File: config.mk
export PLATFORM = sky130hd
export DESIGN_NAME = segram_ctrl
export DESIGN_NICKNAME = d
export VERILOG_FILES = /design/src/rtl/segram_ctrl.sv
export SDC_FILE = /design/constraint.sdc
export NUM_CORES = 1
export LEC_CHECK = 0
export ABC_AREA = 1
export BUFFER_PORTS_ARGS = -buffer_cell sky130_fd_sc_hd__buf_2
export CAP_MARGIN = 20
export CORE_MARGIN = 2
export CORE_UTILIZATION = 35
export CTS_BUF_LIST = sky130_fd_sc_hd__clkbuf_2
export CTS_CLUSTER_DIAMETER = 40
export CTS_CLUSTER_SIZE = 20
export DETAILED_ROUTE_END_ITERATION = 10
export PLACE_DENSITY = 0.5
export REMOVE_ABC_BUFFERS = 1
export SLEW_MARGIN = 20
export SYNTH_ARGS = -nofsm -noshare
export SYNTH_HDL_FRONTEND = slang
export SYNTH_SLANG_ARGS = --single-unit
File: constraint.sdc
create_clock -name clk -period 1.96 [get_ports clk]
set_clock_uncertainty 0.2 [all_clocks]
set_input_delay 0.49 -clock clk [delete_from_list [all_inputs] [get_ports clk]]
set_output_delay 0.49 -clock clk [all_outputs]
set_load 0.01 [all_outputs]
File: src/rtl/segram_ctrl.sv
module segram_ctrl #(
  parameter int unsigned SEGS = 20,
  localparam int unsigned COMS = 4,
  localparam int unsigned AW = 5
) (
  input  logic            clk,
  input  logic            por_n,
  input  logic            in_valid,
  input  logic            in_is_cmd,
  input  logic [7:0]      in_byte,
  input  logic [AW-1:0]   rd_addr,
  output logic [COMS-1:0] rd_data,
  output logic [AW-1:0]   wr_addr,
  output logic            clk_ext,
  output logic [1:0]      frame_sel,
  output logic            frame_inv,
  output logic [1:0]      drive_mode,
  output logic            disp_en,
  output logic [1:0]      blink_sel,
  output logic            pix_all_on,
  output logic            pix_all_off
);

  logic [COMS-1:0] ram [SEGS];
  logic [AW-1:0]   ptr_p1, ptr_p2;
  logic            pix_on_q;

  wire is_cmd  = in_valid & in_is_cmd;
  wire is_dat  = in_valid & ~in_is_cmd;
  wire op_addr = is_cmd & (in_byte[6:5] == 2'b00);
  wire op_disp = is_cmd & (in_byte[6:5] == 2'b01);
  wire op_mode = is_cmd & (in_byte[6:5] == 2'b10) & ~in_byte[2];
  wire op_ic   = is_cmd & (in_byte[6:3] == 4'b1101);
  wire op_blk  = is_cmd & (in_byte[6:3] == 4'b1110);
  wire op_pix  = is_cmd & (in_byte[6:2] == 5'b11111);
  wire soft_rst = op_ic & in_byte[1];

  function automatic logic [COMS-1:0] flip(input logic [COMS-1:0] n);
    for (int i = 0; i < COMS; i++) flip[i] = n[COMS-1-i];
  endfunction

  assign ptr_p1 = (wr_addr == AW'(SEGS-1)) ? '0 : wr_addr + 1'b1;
  assign ptr_p2 = (ptr_p1  == AW'(SEGS-1)) ? '0 : ptr_p1 + 1'b1;

  assign rd_data     = (int'(rd_addr) < SEGS) ? ram[rd_addr] : '0;
  assign pix_all_on  = pix_on_q & ~pix_all_off;

  always_ff @(posedge clk or negedge por_n) begin
    if (!por_n) begin
      for (int s = 0; s < SEGS; s++) ram[s] <= '0;
    end else if (is_dat) begin
      ram[wr_addr] <= flip(in_byte[7:4]);
      ram[ptr_p1]  <= flip(in_byte[3:0]);
    end
  end

  always_ff @(posedge clk or negedge por_n) begin
    if (!por_n) begin
      wr_addr    <= '0;
      clk_ext    <= 1'b0;
      frame_sel  <= 2'd0;
      frame_inv  <= 1'b0;
      drive_mode <= 2'b10;
      disp_en    <= 1'b0;
      blink_sel  <= 2'd0;
      pix_on_q   <= 1'b0;
      pix_all_off <= 1'b0;
    end else if (soft_rst) begin
      wr_addr    <= '0;
      clk_ext    <= 1'b0;
      frame_sel  <= 2'd0;
      frame_inv  <= 1'b0;
      drive_mode <= 2'b10;
      disp_en    <= 1'b0;
      blink_sel  <= 2'd0;
      pix_on_q   <= 1'b0;
      pix_all_off <= 1'b0;
    end else begin
      if (is_dat)  wr_addr <= ptr_p2;
      if (op_addr) wr_addr <= (int'(in_byte[4:0]) < SEGS) ? AW'(in_byte[4:0]) : '0;
      if (op_ic)   clk_ext <= in_byte[0];
      if (op_disp) begin
        frame_sel  <= in_byte[4:3];
        frame_inv  <= in_byte[2];
        drive_mode <= in_byte[1:0];
      end
      if (op_mode) disp_en   <= in_byte[3];
      if (op_blk)  blink_sel <= in_byte[1:0];
      if (op_pix) begin
        pix_on_q    <= in_byte[1];
        pix_all_off <= in_byte[0];
      end
    end
  end

  assert_ptr_range_R2: assert property (@(posedge clk) disable iff (!por_n)
    int'(wr_addr) < SEGS);

  assert_ptr_step_R2: assert property (@(posedge clk) disable iff (!por_n)
    (in_valid && !in_is_cmd) |=> int'(wr_addr) == (int'($past(wr_addr)) + 2) % SEGS);

  assert_addr_oor_R4: assert property (@(posedge clk) disable iff (!por_n)
    (in_valid && in_is_cmd && in_byte[6:5] == 2'b00 && int'(in_byte[4:0]) >= SEGS)
    |=> wr_addr == '0);

  assert_soft_reset_R5: assert property (@(posedge clk) disable iff (!por_n)
    (in_valid && in_is_cmd && in_byte[6:3] == 4'b1101 && in_byte[1])
    |=> (!disp_en && !clk_ext && wr_addr == '0 && blink_sel == 2'd0));

  assert_bias_ignored_R7: assert property (@(posedge clk) disable iff (!por_n)
    (in_valid && in_is_cmd && in_byte[6:5] == 2'b10 && in_byte[2]) |=> $stable(disp_en));

  assert_pix_priority_R9: assert property (@(posedge clk) disable iff (!por_n)
    (in_valid && in_is_cmd && in_byte[6:2] == 5'b11111 && in_byte[1:0] == 2'b11)
    |=> (pix_all_off && !pix_all_on));

  assert_data_keeps_cfg_R10: assert property (@(posedge clk) disable iff (!por_n)
    (in_valid && !in_is_cmd) |=> ($stable(disp_en) && $stable(frame_sel) &&
      $stable(drive_mode) && $stable(blink_sel) && $stable(clk_ext) && $stable(pix_all_off)));

endmodule

== Word-level counts from Yosys, hierarchy flattened ==
Cells that the tools add are included.

* Flip-flop bits (word level): 96
* Input bits: 17
* Output and inout bits: 20
* Logic and storage cells: 103

* $add $sub $neg: 2
* Order comparisons: 7
* Equality and inequality tests: 7
* Mux-type cells: 32
* Bitwise gates (word level): 17
* Reductions and logical operators: 9

{| class="wikitable"
|+ Operators with widths
! operator !! number
|-
| $bwmux W80 || 2
|-
| $demux W4 S5 || 2
|-
| $mux W5 || 6
|-
| $bmux W4 S5 || 1
|-
| $mux W4 || 5
|-
| $ge A6 B6 Y1 const B || 3
|-
| $not A5 Y6 || 3
|-
| $eq A5 B5 Y1 const B || 3
|-
| $lt A6 B1 Y1 const B || 2
|-
| $mux W2 || 6
|-
| $and A1 B1 Y1 || 11
|-
| $add A5 B1 Y5 const B || 2
|-
| $lt A5 B5 Y1 const B || 2
|-
| $mux W1 || 10
|-
| $reduce_bool A2 Y1 || 5
|-
| $eq A4 B4 Y1 const B || 2
|-
| $not A1 Y1 || 3
|-
| $reduce_bool A3 Y1 || 1
|-
| $eq A2 B1 Y1 const B || 1
|-
| $eq A2 B2 Y1 const B || 1
|-
| $logic_and A1 B1 Y1 || 2
|-
| $logic_not A2 Y1 || 1
|}

== Depth between registers and ports, before layout ==
Gate-level depths: netlist of run 1.

* Depth after elaboration: 8
* Mapped depth: 14
* Gate-level depth less buffers: 13

== Worst setup path after synthesis of run 1 ==
OpenSTA, ideal clock, no wires.

* Kind: register to register
* From: reg wr_addr[0]
* To: reg ram[54] (netlist bit)
* Setup time: 116 ps
* Arrival: 1891 ps
* Required time: 1644 ps
* Setup slack: -247 ps
* Stages on the path, launching flop included: 15
* Path buffers: 2
* Period minus slack after synthesis: 2207 ps
* Cell sequence: dfrtp_1 -> ha_1 -> nand2_1 -> inv_1 -> nand2_2 -> nand2_4 -> nand2_4 -> buf_12 -> nand2_2 -> nor2_4 -> buf_6 -> nand3_1 -> nand2_1 -> nand2_1 -> nand2_1

* Longest elaborated chain between the ends: 8
* Elaborated cells between the ends (all ways): 17
* Those cells by class: 1 x add/sub; 4 x order compare; 1 x eq/ne; 7 x mux; 2 x bitwise; 2 x reduce/logical

{| class="wikitable"
|+ RTL lines
! what !! RTL line !! RTL
|-
| start: declaration || 13 || <nowiki>output logic [AW-1:0] wr_addr,</nowiki>
|-
| start signal: assignment || 79 || <nowiki>if (is_dat) wr_addr <= ptr_p2;</nowiki>
|-
| start signal: assignment || 80 || <nowiki>if (op_addr) wr_addr <= (int'(in_byte[4:0]) < SEGS) ? AW'(in_byte[4:0]) : '0;</nowiki>
|-
| $add A5 B1 Y5 / $eq A5 B5 Y1 (equally long branches) || 42 || <nowiki>assign ptr_p1 = (wr_addr == AW'(SEGS-1)) ? '0 : wr_addr + 1'b1;</nowiki>
|-
| $mux W5 || 42 ||
|-
| $not A5 Y6 (not written as such) || 53 || <nowiki>ram[ptr_p1] <= flip(in_byte[3:0]);</nowiki>
|-
| $ge A6 B6 Y1 (not written as such) / $lt A6 B1 Y1 (equally long branches) || 53 ||
|-
| $logic_and A1 B1 Y1 (not written as such) || 53 ||
|-
| $mux W4 (not written as such) || 53 ||
|-
| $demux W4 S5 || 53 ||
|-
| $bwmux W80 (*) || 53 ||
|-
| end signal: indexed assignment || 52 || <nowiki>ram[wr_addr] <= flip(in_byte[7:4]);</nowiki>
|-
| end signal: indexed assignment || 53 ||
|-
| end: declaration || 24 || <nowiki>logic [COMS-1:0] ram [SEGS];</nowiki>
|}

Mark *: on every way between the ends. The rest lies on a longest branch, timed or not.
A chain may end at the register's enable or synchronous reset.

== Final worst setup path of run 1 ==
* From: reg ram[20] (netlist bit)
* To: out rd_data[0]

* Longest elaborated chain between the ends: 4

{| class="wikitable"
|+ RTL lines
! what !! RTL line !! RTL
|-
| $bmux W4 S5 || 45 || <nowiki>assign rd_data = (int'(rd_addr) < SEGS) ? ram[rd_addr] : '0;</nowiki>
|-
| $mux W4 (not written as such) (2 in a row) || 45 ||
|-
| $mux W4 || 45 ||
|-
| end: declaration || 12 || <nowiki>output logic [COMS-1:0] rd_data,</nowiki>
|}

Every way passes these cells. The select of a mux whose other input is x is not followed.

==> results of run 1 <==
==> per-layer routing <==
layer	global-route usage, %	vias up
li1	-	3601
met1	38.40	3395
met2	39.73	240
met3	4.615	55
met4	7.868	0
met5	0	-
==> cells in the final DEF (no fill, tap or decap), drive strengths merged, types with 4 or more instances in the layout <==
master	instances
nand2	459
buf	199
nor2	131
dfrtp	95
o21ai	91
nand3	78
inv	69
nand4	14
clkbuf	9
o22ai	9
o211ai	8
ha	8
clkinv	8
a21oi	8
o32ai	4
==> registers in the layout (all words and copies together), names as in the netlist <==
| register | count |
|---|---|
| ram | 80 |
| wr_addr | 5 |
| blink_sel | 2 |
| drive_mode | 2 |
| frame_sel | 2 |
| clk_ext | 1 |
| disp_en | 1 |
| frame_inv | 1 |
| pix_all_off | 1 |
| pix_on_q | 1 |
==> path summary, 6_finish.rpt <==
| path | depth (start not counted) | slack (ns) | from | end |
|---|---|---|---|---|
| min in group asynchronous | 3 | 0.09 | por_n | drive_mode[0]$_DFFE_PN0P_ |
| setup / recovery | 7 | -0.66 | ram[20]$_DFFE_PN0P_ | rd_data[0] |
| setup reg to reg | 14 | -0.26 | wr_addr[0]$_DFFE_PN0P_ | ram[22]$_DFFE_PN0P_ |
| hold reg to reg | 2 | 0.32 | ram[71]$_DFFE_PN0P_ | ram[71]$_DFFE_PN0P_ |
| hold / removal | 5 | 0.05 | in_byte[0] | ram[19]$_DFFE_PN0P_ |
| max in group asynchronous | 3 | 1.07 | por_n | ram[0]$_DFFE_PN0P_ |
==> critical path, delay by kind of cell (launching register included) <==
kind	cells	cell delay [ns]
flip-flops	1	0.49
AND/OR/NAND/NOR	5	0.40
AO/OA/AOI/OAI	1	0.28
buffers and inverters	1	0.13
==> cell families (layout without fill, tap and decap cells) <==
group                      count (synthesis)  count (layout)
buffers and inverters                    110             289
adders and majority gates                  8               8
other                                      0               2
AOI/OAI and AO/OA                        121             121
DFF                                       96              96
xor gates and xnor gates                   2               2
and+or+nand+nor                          678             685
==> through the flow <==
| stage | hold WS (ns) | instance area, um2 | util, % | setup TNS (ns) |
|---|---|---|---|---|
| floorplan | -0.005591 | 6315 | - | -28.56 |
| global placement | 0.2640 | 7812 | 43.20 | -16.93 |
| detailed placement | 0.2630 | 7812 | 43.20 | -17.73 |
| CTS | 0.008709 | 9226 | 51.01 | -14.74 |
| global route | 0.02552 | 9761 | 53.97 | -26.68 |
| finish | 0.04660 | 9761 | 53.97 | -18.16 |
==> area by class of cell <==
type / instances / area, um2
well taps: 229 / 286.5
clock buffers: 9 / 45.04
fillers: 1721 / 8325
diodes: 2 / 5.005
inverters: 72 / 345.3
repair buffers: 201 / 1914
flip-flops and latches: 96 / 2410
clock inverters: 7 / 80.08
multi-input cells: 816 / 4674
==> power groups by stage <==
stage,logic [mW],registers [mW],clock network (mW)
global placement,4.17,2.96,0
global route,7.82,2.95,1.21
floorplan,2.31,2.80,0
CTS,6.44,2.88,1.14
finish,7.34,2.91,1.12
detailed placement,4.18,2.95,0
==> repair_timing <==
action                                  CTS  global route
hold buffers                              2             0
pin swaps                                84            87
setup buffers                            38            10
endpoints found under the setup margin  101           103
resized for setup                       236           127
cloned                                    7             0
endpoints found under the hold margin    97             0
==> run_summary.xml, run 1 <==
<?xml version="1.0" encoding="UTF-8"?>
<metrics>
  <group name="outcome">
    <metric name="run_status" unit="">finished, violations left</metric>
    <metric name="failed_checks" unit="">setup timing</metric>
  </group>
  <group name="yosys">
    <metric name="synth_most_common_cell" unit="">nand2_1</metric>
    <metric name="ys.warnings.count" unit="">0</metric>
    <metric name="yosys.area_share.simple" unit="%">43.95</metric>
    <metric name="synth-xor-area-share" unit="%">0.2693</metric>
    <metric name="dominant_combinational_cell_family_by_area_after_synthesis" unit="">simple AND/OR/NAND/NOR gates</metric>
    <metric name="synth_largest_area_cell" unit="">dfrtp_1</metric>
    <metric name="async_reset_ff_share" unit="%">100.0</metric>
    <metric name="synth.area.top_cells" unit="">dfrtp_1, nand2_1, nor2_1</metric>
    <metric name="yosysSeqAreaShare" unit="%">36.95</metric>
    <metric name="post_synth_mux_area_share" unit="%">0</metric>
    <metric name="number_of_synthesized_flops_with_an_enable_pin" unit="">0</metric>
    <metric name="postSynth.topFlopCell" unit="">dfrtp_1</metric>
    <metric name="synth-compound-area-share" unit="%">10.18</metric>
    <metric name="synth-seq-cells" unit="">96</metric>
    <metric name="synthAdderAreaFrac" unit="%">1.539</metric>
    <metric name="synth_cell_type_count" unit="">33</metric>
    <metric name="netlist.area_leader.share" unit="%">36.55</metric>
    <metric name="synthesized_netlist_cell_count" unit="">1015</metric>
    <metric name="mappedNetlistArea" unit="um2">6505</metric>
    <metric name="avgSynthCellArea" unit="um2">6.409</metric>
    <metric name="synth_commonest_cells" unit="">nand2_1, nor2_1, dfrtp_1, o21ai_0, nand3_1</metric>
  </group>
  <group name="global_routing">
    <metric name="grt_first_pass_wirelength" unit="um">39500</metric>
    <metric name="vias_in_the_first_global_route" unit="">6892</metric>
    <metric name="globalRouteOverflowTotal" unit="">0</metric>
    <metric name="grt_use_total" unit="%">26.28</metric>
    <metric name="grt_antenna_before_repair" unit="">3</metric>
    <metric name="grt_start_max_net_pins" unit="">64</metric>
  </group>
  <group name="floorplan">
    <metric name="design.core.area" unit="um2">18090</metric>
    <metric name="placementRows" unit="">49</metric>
    <metric name="io-pin-count" unit="">37</metric>
    <metric name="die_width" unit="um">140.3</metric>
    <metric name="initial_utilization" unit="%">35.97</metric>
    <metric name="die-height" unit="um">140.3</metric>
    <metric name="dieArea" unit="um2">19690</metric>
  </group>
  <group name="routing">
    <metric name="firstDrtPassIters" unit="">7</metric>
    <metric name="highest_layer" unit="">met4</metric>
    <metric name="wl" unit="um">25920</metric>
    <metric name="drt.antenna.violating_nets" unit="">0</metric>
    <metric name="drt_iter0_drcs" unit="">590</metric>
    <metric name="drcViolationCount" unit="">0</metric>
    <metric name="met1Wirelength" unit="um">11990</metric>
    <metric name="drt-vias-per-instance" unit="">5.091</metric>
    <metric name="wl_per_cell" unit="um">18.10</metric>
    <metric name="detailroute.via_count" unit="">7291</metric>
    <metric name="wl_met3" unit="um">1834</metric>
    <metric name="route.met2.wl" unit="um">11380</metric>
  </group>
  <group name="clock_tree">
    <metric name="cts-root-buf" unit="">clkbuf_2</metric>
    <metric name="tritoncts.num_buffers" unit="">9</metric>
    <metric name="cts-htree-levels" unit="">3</metric>
    <metric name="cts.sinks" unit="">96</metric>
    <metric name="cts_tree" unit="">built</metric>
    <metric name="clock_latency_on_the_worst_skew_pair" unit="ns">0.66</metric>
    <metric name="clk_pin_slew_worst_paths" unit="ns">0.29</metric>
    <metric name="cts.path.max_buffers" unit="">2</metric>
  </group>
  <group name="critical_path">
    <metric name="setup.worst_path.end_class" unit="">output port</metric>
    <metric name="critical_path.most_common_cell" unit="">nand3_1</metric>
    <metric name="required_time_of_the_worst_setup_path" unit="ns">1.27</metric>
    <metric name="critPathMaxStageDelay" unit="ns">0.49</metric>
    <metric name="path_cells" unit="">o211ai_1 &gt; nand3_1 &gt; nand3_1 &gt; nand3_1 &gt; nand2_1 &gt; nand2_1 &gt; buf_2</metric>
    <metric name="worst-path-max-fanout" unit="">2</metric>
    <metric name="crit_path_class" unit="">flip-flop to output port</metric>
    <metric name="crit_arrival" unit="ns">1.93</metric>
    <metric name="critical_path.startpoint_type" unit="">flip-flop</metric>
    <metric name="crit_path_top_delay_cell" unit="">dfrtp_1</metric>
  </group>
  <group name="power_and_ir_drop">
    <metric name="comb_power_share" unit="%">64.6</metric>
    <metric name="cellInternalPower" unit="mW">6.099</metric>
    <metric name="power.switching_fraction" unit="%">46.36</metric>
    <metric name="share_clk_of_total_power" unit="%">9.8</metric>
    <metric name="ir_worst_vdd" unit="mV">0.5249</metric>
    <metric name="power.density_cell_area" unit="nW/um2">1165</metric>
    <metric name="finalPower" unit="mW">11.37</metric>
    <metric name="p_sw" unit="mW">5.271</metric>
    <metric name="register_share_of_total_power" unit="%">25.6</metric>
    <metric name="leakage" unit="nW">5.099</metric>
  </group>
  <group name="sta">
    <metric name="count_of_endpoints_failing_setup_in_the_final_report" unit="">94</metric>
    <metric name="hold_violations" unit="">0</metric>
    <metric name="worst_slew_pin_tran" unit="ns">0.4501</metric>
    <metric name="layout_min_cycle_time" unit="ns">2.616</metric>
    <metric name="maxSlewHeadroom" unit="%">69.96</metric>
    <metric name="maximum_achievable_frequency" unit="GHz">0.3823</metric>
    <metric name="rsz_0062_raised_after_global_routing" unit="">true</metric>
    <metric name="report.final.slew_viol_count" unit="">0</metric>
    <metric name="fin_crit_sh" unit="%">133.4</metric>
    <metric name="final_critical_path_setup_slack" unit="ns">-0.6555</metric>
  </group>
  <group name="finish">
    <metric name="post_route_cells_drive_above_1_share" unit="%">37.97</metric>
    <metric name="layout-area-overhead-vs-synth" unit="%">50.05</metric>
    <metric name="final_nets" unit="">1221</metric>
    <metric name="layoutNonFillerInstCount" unit="">1432</metric>
  </group>
  <group name="placed_design">
    <metric name="post-place-cells" unit="">1357</metric>
    <metric name="dp_hpwl" unit="um">18070</metric>
    <metric name="preCtsSetupSlack" unit="ns">-0.4127</metric>
    <metric name="finalWeightedCongestion" unit="">0.8981</metric>
    <metric name="io_buffers" unit="">36</metric>
  </group>
  <group name="hold_path">
    <metric name="hold_path_class" unit="">input port to flip-flop</metric>
  </group>
  <group name="run">
    <metric name="maxCapViolations" unit="">0</metric>
  </group>
</metrics>
Power figures use the tool's default switching activity.
==> run 2, diff against run 1 <==
- REMOVE_ABC_BUFFERS: 1 -> default
==> run_summary.xml, run 2 (synthesis gave the netlist of run 1 again) <==
<?xml version="1.0" encoding="UTF-8"?>
<metrics>
  <group name="outcome">
    <metric name="run_status" unit="">finished, violations left</metric>
    <metric name="failed_checks" unit="">setup timing</metric>
  </group>
  <group name="clock_tree">
    <metric name="clk_pin_slew_worst_paths" unit="ns">0.32</metric>
    <metric name="cts-root-buf" unit="">clkbuf_2</metric>
    <metric name="tritoncts.num_buffers" unit="">9</metric>
    <metric name="cts.sinks" unit="">96</metric>
    <metric name="clock_latency_on_the_worst_skew_pair" unit="ns">0.67</metric>
    <metric name="cts_tree" unit="">built</metric>
    <metric name="cts.path.max_buffers" unit="">2</metric>
    <metric name="cts-htree-levels" unit="">3</metric>
  </group>
  <group name="placed_design">
    <metric name="placed_cell_area" unit="um2">7775</metric>
    <metric name="io_buffers" unit="">36</metric>
    <metric name="dp_hpwl" unit="um">17320</metric>
    <metric name="post-place-cells" unit="">1352</metric>
    <metric name="finalWeightedCongestion" unit="">0.8685</metric>
  </group>
  <group name="global_routing">
    <metric name="globalRouteOverflowTotal" unit="">0</metric>
    <metric name="grt_first_pass_wirelength" unit="um">38900</metric>
    <metric name="grt_use_total" unit="%">25.77</metric>
    <metric name="grt_start_max_net_pins" unit="">35</metric>
    <metric name="vias_in_the_first_global_route" unit="">6872</metric>
    <metric name="grt_antenna_before_repair" unit="">2</metric>
  </group>
  <group name="critical_path">
    <metric name="required_time_of_the_worst_setup_path" unit="ns">1.27</metric>
    <metric name="path_cells" unit="">nor2_1 &gt; nor2_1 &gt; o21ai_0 &gt; o21ai_1 &gt; nand2_1 &gt; nand3_1 &gt; nand2_1 &gt; nand2_2 &gt; buf_6</metric>
    <metric name="r2r_start" unit="">wr_addr[2]$_DFFE_PN0P_</metric>
    <metric name="crit_arrival" unit="ns">1.87</metric>
    <metric name="worst-path-max-fanout" unit="">2</metric>
    <metric name="critical_path.startpoint_type" unit="">flip-flop</metric>
    <metric name="crit_path_class" unit="">flip-flop to output port</metric>
    <metric name="critPathMaxStageDelay" unit="ns">0.49</metric>
    <metric name="rr_worst_depth" unit="">11</metric>
    <metric name="timing.critical_path.from" unit="">ram[60]$_DFFE_PN0P_</metric>
    <metric name="setup.worst_path.end_class" unit="">output port</metric>
    <metric name="crit_path_top_delay_cell" unit="">dfrtp_1</metric>
  </group>
  <group name="routing">
    <metric name="wl" unit="um">25150</metric>
    <metric name="firstDrtPassIters" unit="">5</metric>
    <metric name="drt-vias-per-instance" unit="">5.067</metric>
    <metric name="detailroute.via_count" unit="">7261</metric>
    <metric name="drt_iter0_drcs" unit="">510</metric>
    <metric name="drcViolationCount" unit="">0</metric>
    <metric name="drt.antenna.violating_nets" unit="">0</metric>
    <metric name="wl_per_cell" unit="um">17.55</metric>
  </group>
  <group name="hold_path">
    <metric name="hold_path_class" unit="">input port to flip-flop</metric>
    <metric name="min_from" unit="">in_valid</metric>
    <metric name="timing.hold.worst_path_depth" unit="">5</metric>
  </group>
  <group name="floorplan">
    <metric name="design.core.area" unit="um2">18090</metric>
    <metric name="dieArea" unit="um2">19690</metric>
    <metric name="initial_utilization" unit="%">35.97</metric>
    <metric name="die-height" unit="um">140.3</metric>
    <metric name="placementRows" unit="">49</metric>
    <metric name="die_width" unit="um">140.3</metric>
    <metric name="io-pin-count" unit="">37</metric>
  </group>
  <group name="power_and_ir_drop">
    <metric name="power.density_cell_area" unit="nW/um2">1162</metric>
    <metric name="ir_worst_vdd" unit="mV">0.9112</metric>
    <metric name="leakage" unit="nW">5.082</metric>
  </group>
  <group name="sta">
    <metric name="maxSlewHeadroom" unit="%">56.09</metric>
    <metric name="layout_min_cycle_time" unit="ns">2.564</metric>
    <metric name="hold-worst-slack" unit="ns">0.08424</metric>
    <metric name="maximum_achievable_frequency" unit="GHz">0.3900</metric>
    <metric name="fin_crit_sh" unit="%">130.8</metric>
    <metric name="rsz_0062_raised_after_global_routing" unit="">true</metric>
    <metric name="final_critical_path_setup_slack" unit="ns">-0.6039</metric>
    <metric name="hold_violations" unit="">0</metric>
    <metric name="count_of_endpoints_failing_setup_in_the_final_report" unit="">96</metric>
    <metric name="worst_slew_pin_tran" unit="ns">0.6566</metric>
    <metric name="report.final.slew_viol_count" unit="">0</metric>
  </group>
  <group name="finish">
    <metric name="max_flop_register" unit="">ram</metric>
    <metric name="layoutNonFillerInstCount" unit="">1433</metric>
    <metric name="finalInstanceArea" unit="um2">9832</metric>
    <metric name="layout.filler_cells" unit="">1669</metric>
    <metric name="post_route_cells_drive_above_1_share" unit="%">38.94</metric>
    <metric name="final_util" unit="%">54.36</metric>
    <metric name="mostFrequentLayoutCells" unit="">nand2_1, nor2_1, buf_4</metric>
    <metric name="layout_top_registers" unit="">ram: 80 flops, wr_addr: 5 flops</metric>
    <metric name="layout-area-overhead-vs-synth" unit="%">51.14</metric>
    <metric name="largest_register_ff_count" unit="">80</metric>
    <metric name="final_nets" unit="">1222</metric>
    <metric name="final_common_cell" unit="">nand2_1</metric>
  </group>
  <group name="yosys">
    <metric name="net_count_after_synthesis" unit="">1040</metric>
  </group>
  <group name="run">
    <metric name="maxCapViolations" unit="">0</metric>
  </group>
</metrics>
-- run 2: worst paths after layout --
| check | slack [ns] | end |
|---|---|---|
| min in group asynchronous | 0.12 | ram[54]$_DFFE_PN0P_ |
| max reg2reg | -0.25 | ram[71]$_DFFE_PN0P_ |
| max | -0.60 | rd_data[0] |
| max in group asynchronous | 0.36 | ram[69]$_DFFE_PN0P_ |
| min reg2reg | 0.31 | ram[39]$_DFFE_PN0P_ |
| min | 0.08 | pix_on_q$_DFFE_PN0P_ |
-- run 2: worst max-delay path, delay by kind of cell (launching register included) --
kind | cells | cell delay [ns]
flip-flops | 1 | 0.49
AND/OR/NAND/NOR | 6 | 0.44
AO/OA/AOI/OAI | 2 | 0.16
buffers and inverters | 1 | 0.11
-- run 2: area by class of cell --
cell class / count / area [um2] / area share, %
multi-input cells: 814 / 4736 / 48.17
flip-flops and latches: 96 / 2411 / 24.52
repair buffers: 204 / 1891 / 19.23
inverters: 72 / 359.1 / 3.652
well taps: 229 / 286.5 / 2.914
clock inverters: 7 / 98.84 / 1.005
clock buffers: 9 / 45.04 / 0.4581
diodes: 2 / 5.005 / 0.05090
-- run 2: through the flow --
stage / total power [mW] / worst slack [ns] / TNS, ns
after floorplan: 5.388 / -0.01299 / -0.1068
after global placement: 7.113 / -0.3852 / -9.896
after detailed placement: 7.103 / -0.3960 / -10.15
after CTS: 10.50 / -0.6569 / -12.86
after global routing: 12.09 / -0.7543 / -28.04
final: 11.42 / -0.6039 / -18.69
-- run 2: repair_timing --
item | CTS | global route
buffers inserted | 40 | 17
gates cloned | 5 | 0
endpoints found under the hold margin | 99 | 0
hold buffers | 7 | 0
endpoints found under the setup margin | 103 | 109
resized for setup | 223 | 167
pin swaps | 80 | 106
-- run 2: routing by layer --
layer / wire length (um) / up-vias / track usage (%)
met2: 11140 / 186 / 39.78
li1: - / 3611 / -
met4: 962 / 0 / 10.21
met3: 1034 / 59 / 3.385
met1: 12010 / 3405 / 36.67
met5: 0 / - / 0
-- run 2: power breakdown --
| group | internal, mW | switching (mW) | total (mW) | leakage [nW] |
|---|---|---|---|---|
| Combinational | 3.23 | 4.02 | 7.25 | 3.70 |
| Sequential | 2.48 | 0.467 | 2.94 | 1.29 |
| Clock | 0.436 | 0.793 | 1.23 | 0.0849 |
| Total | 6.14 | 5.28 | 11.4 | 5.08 |
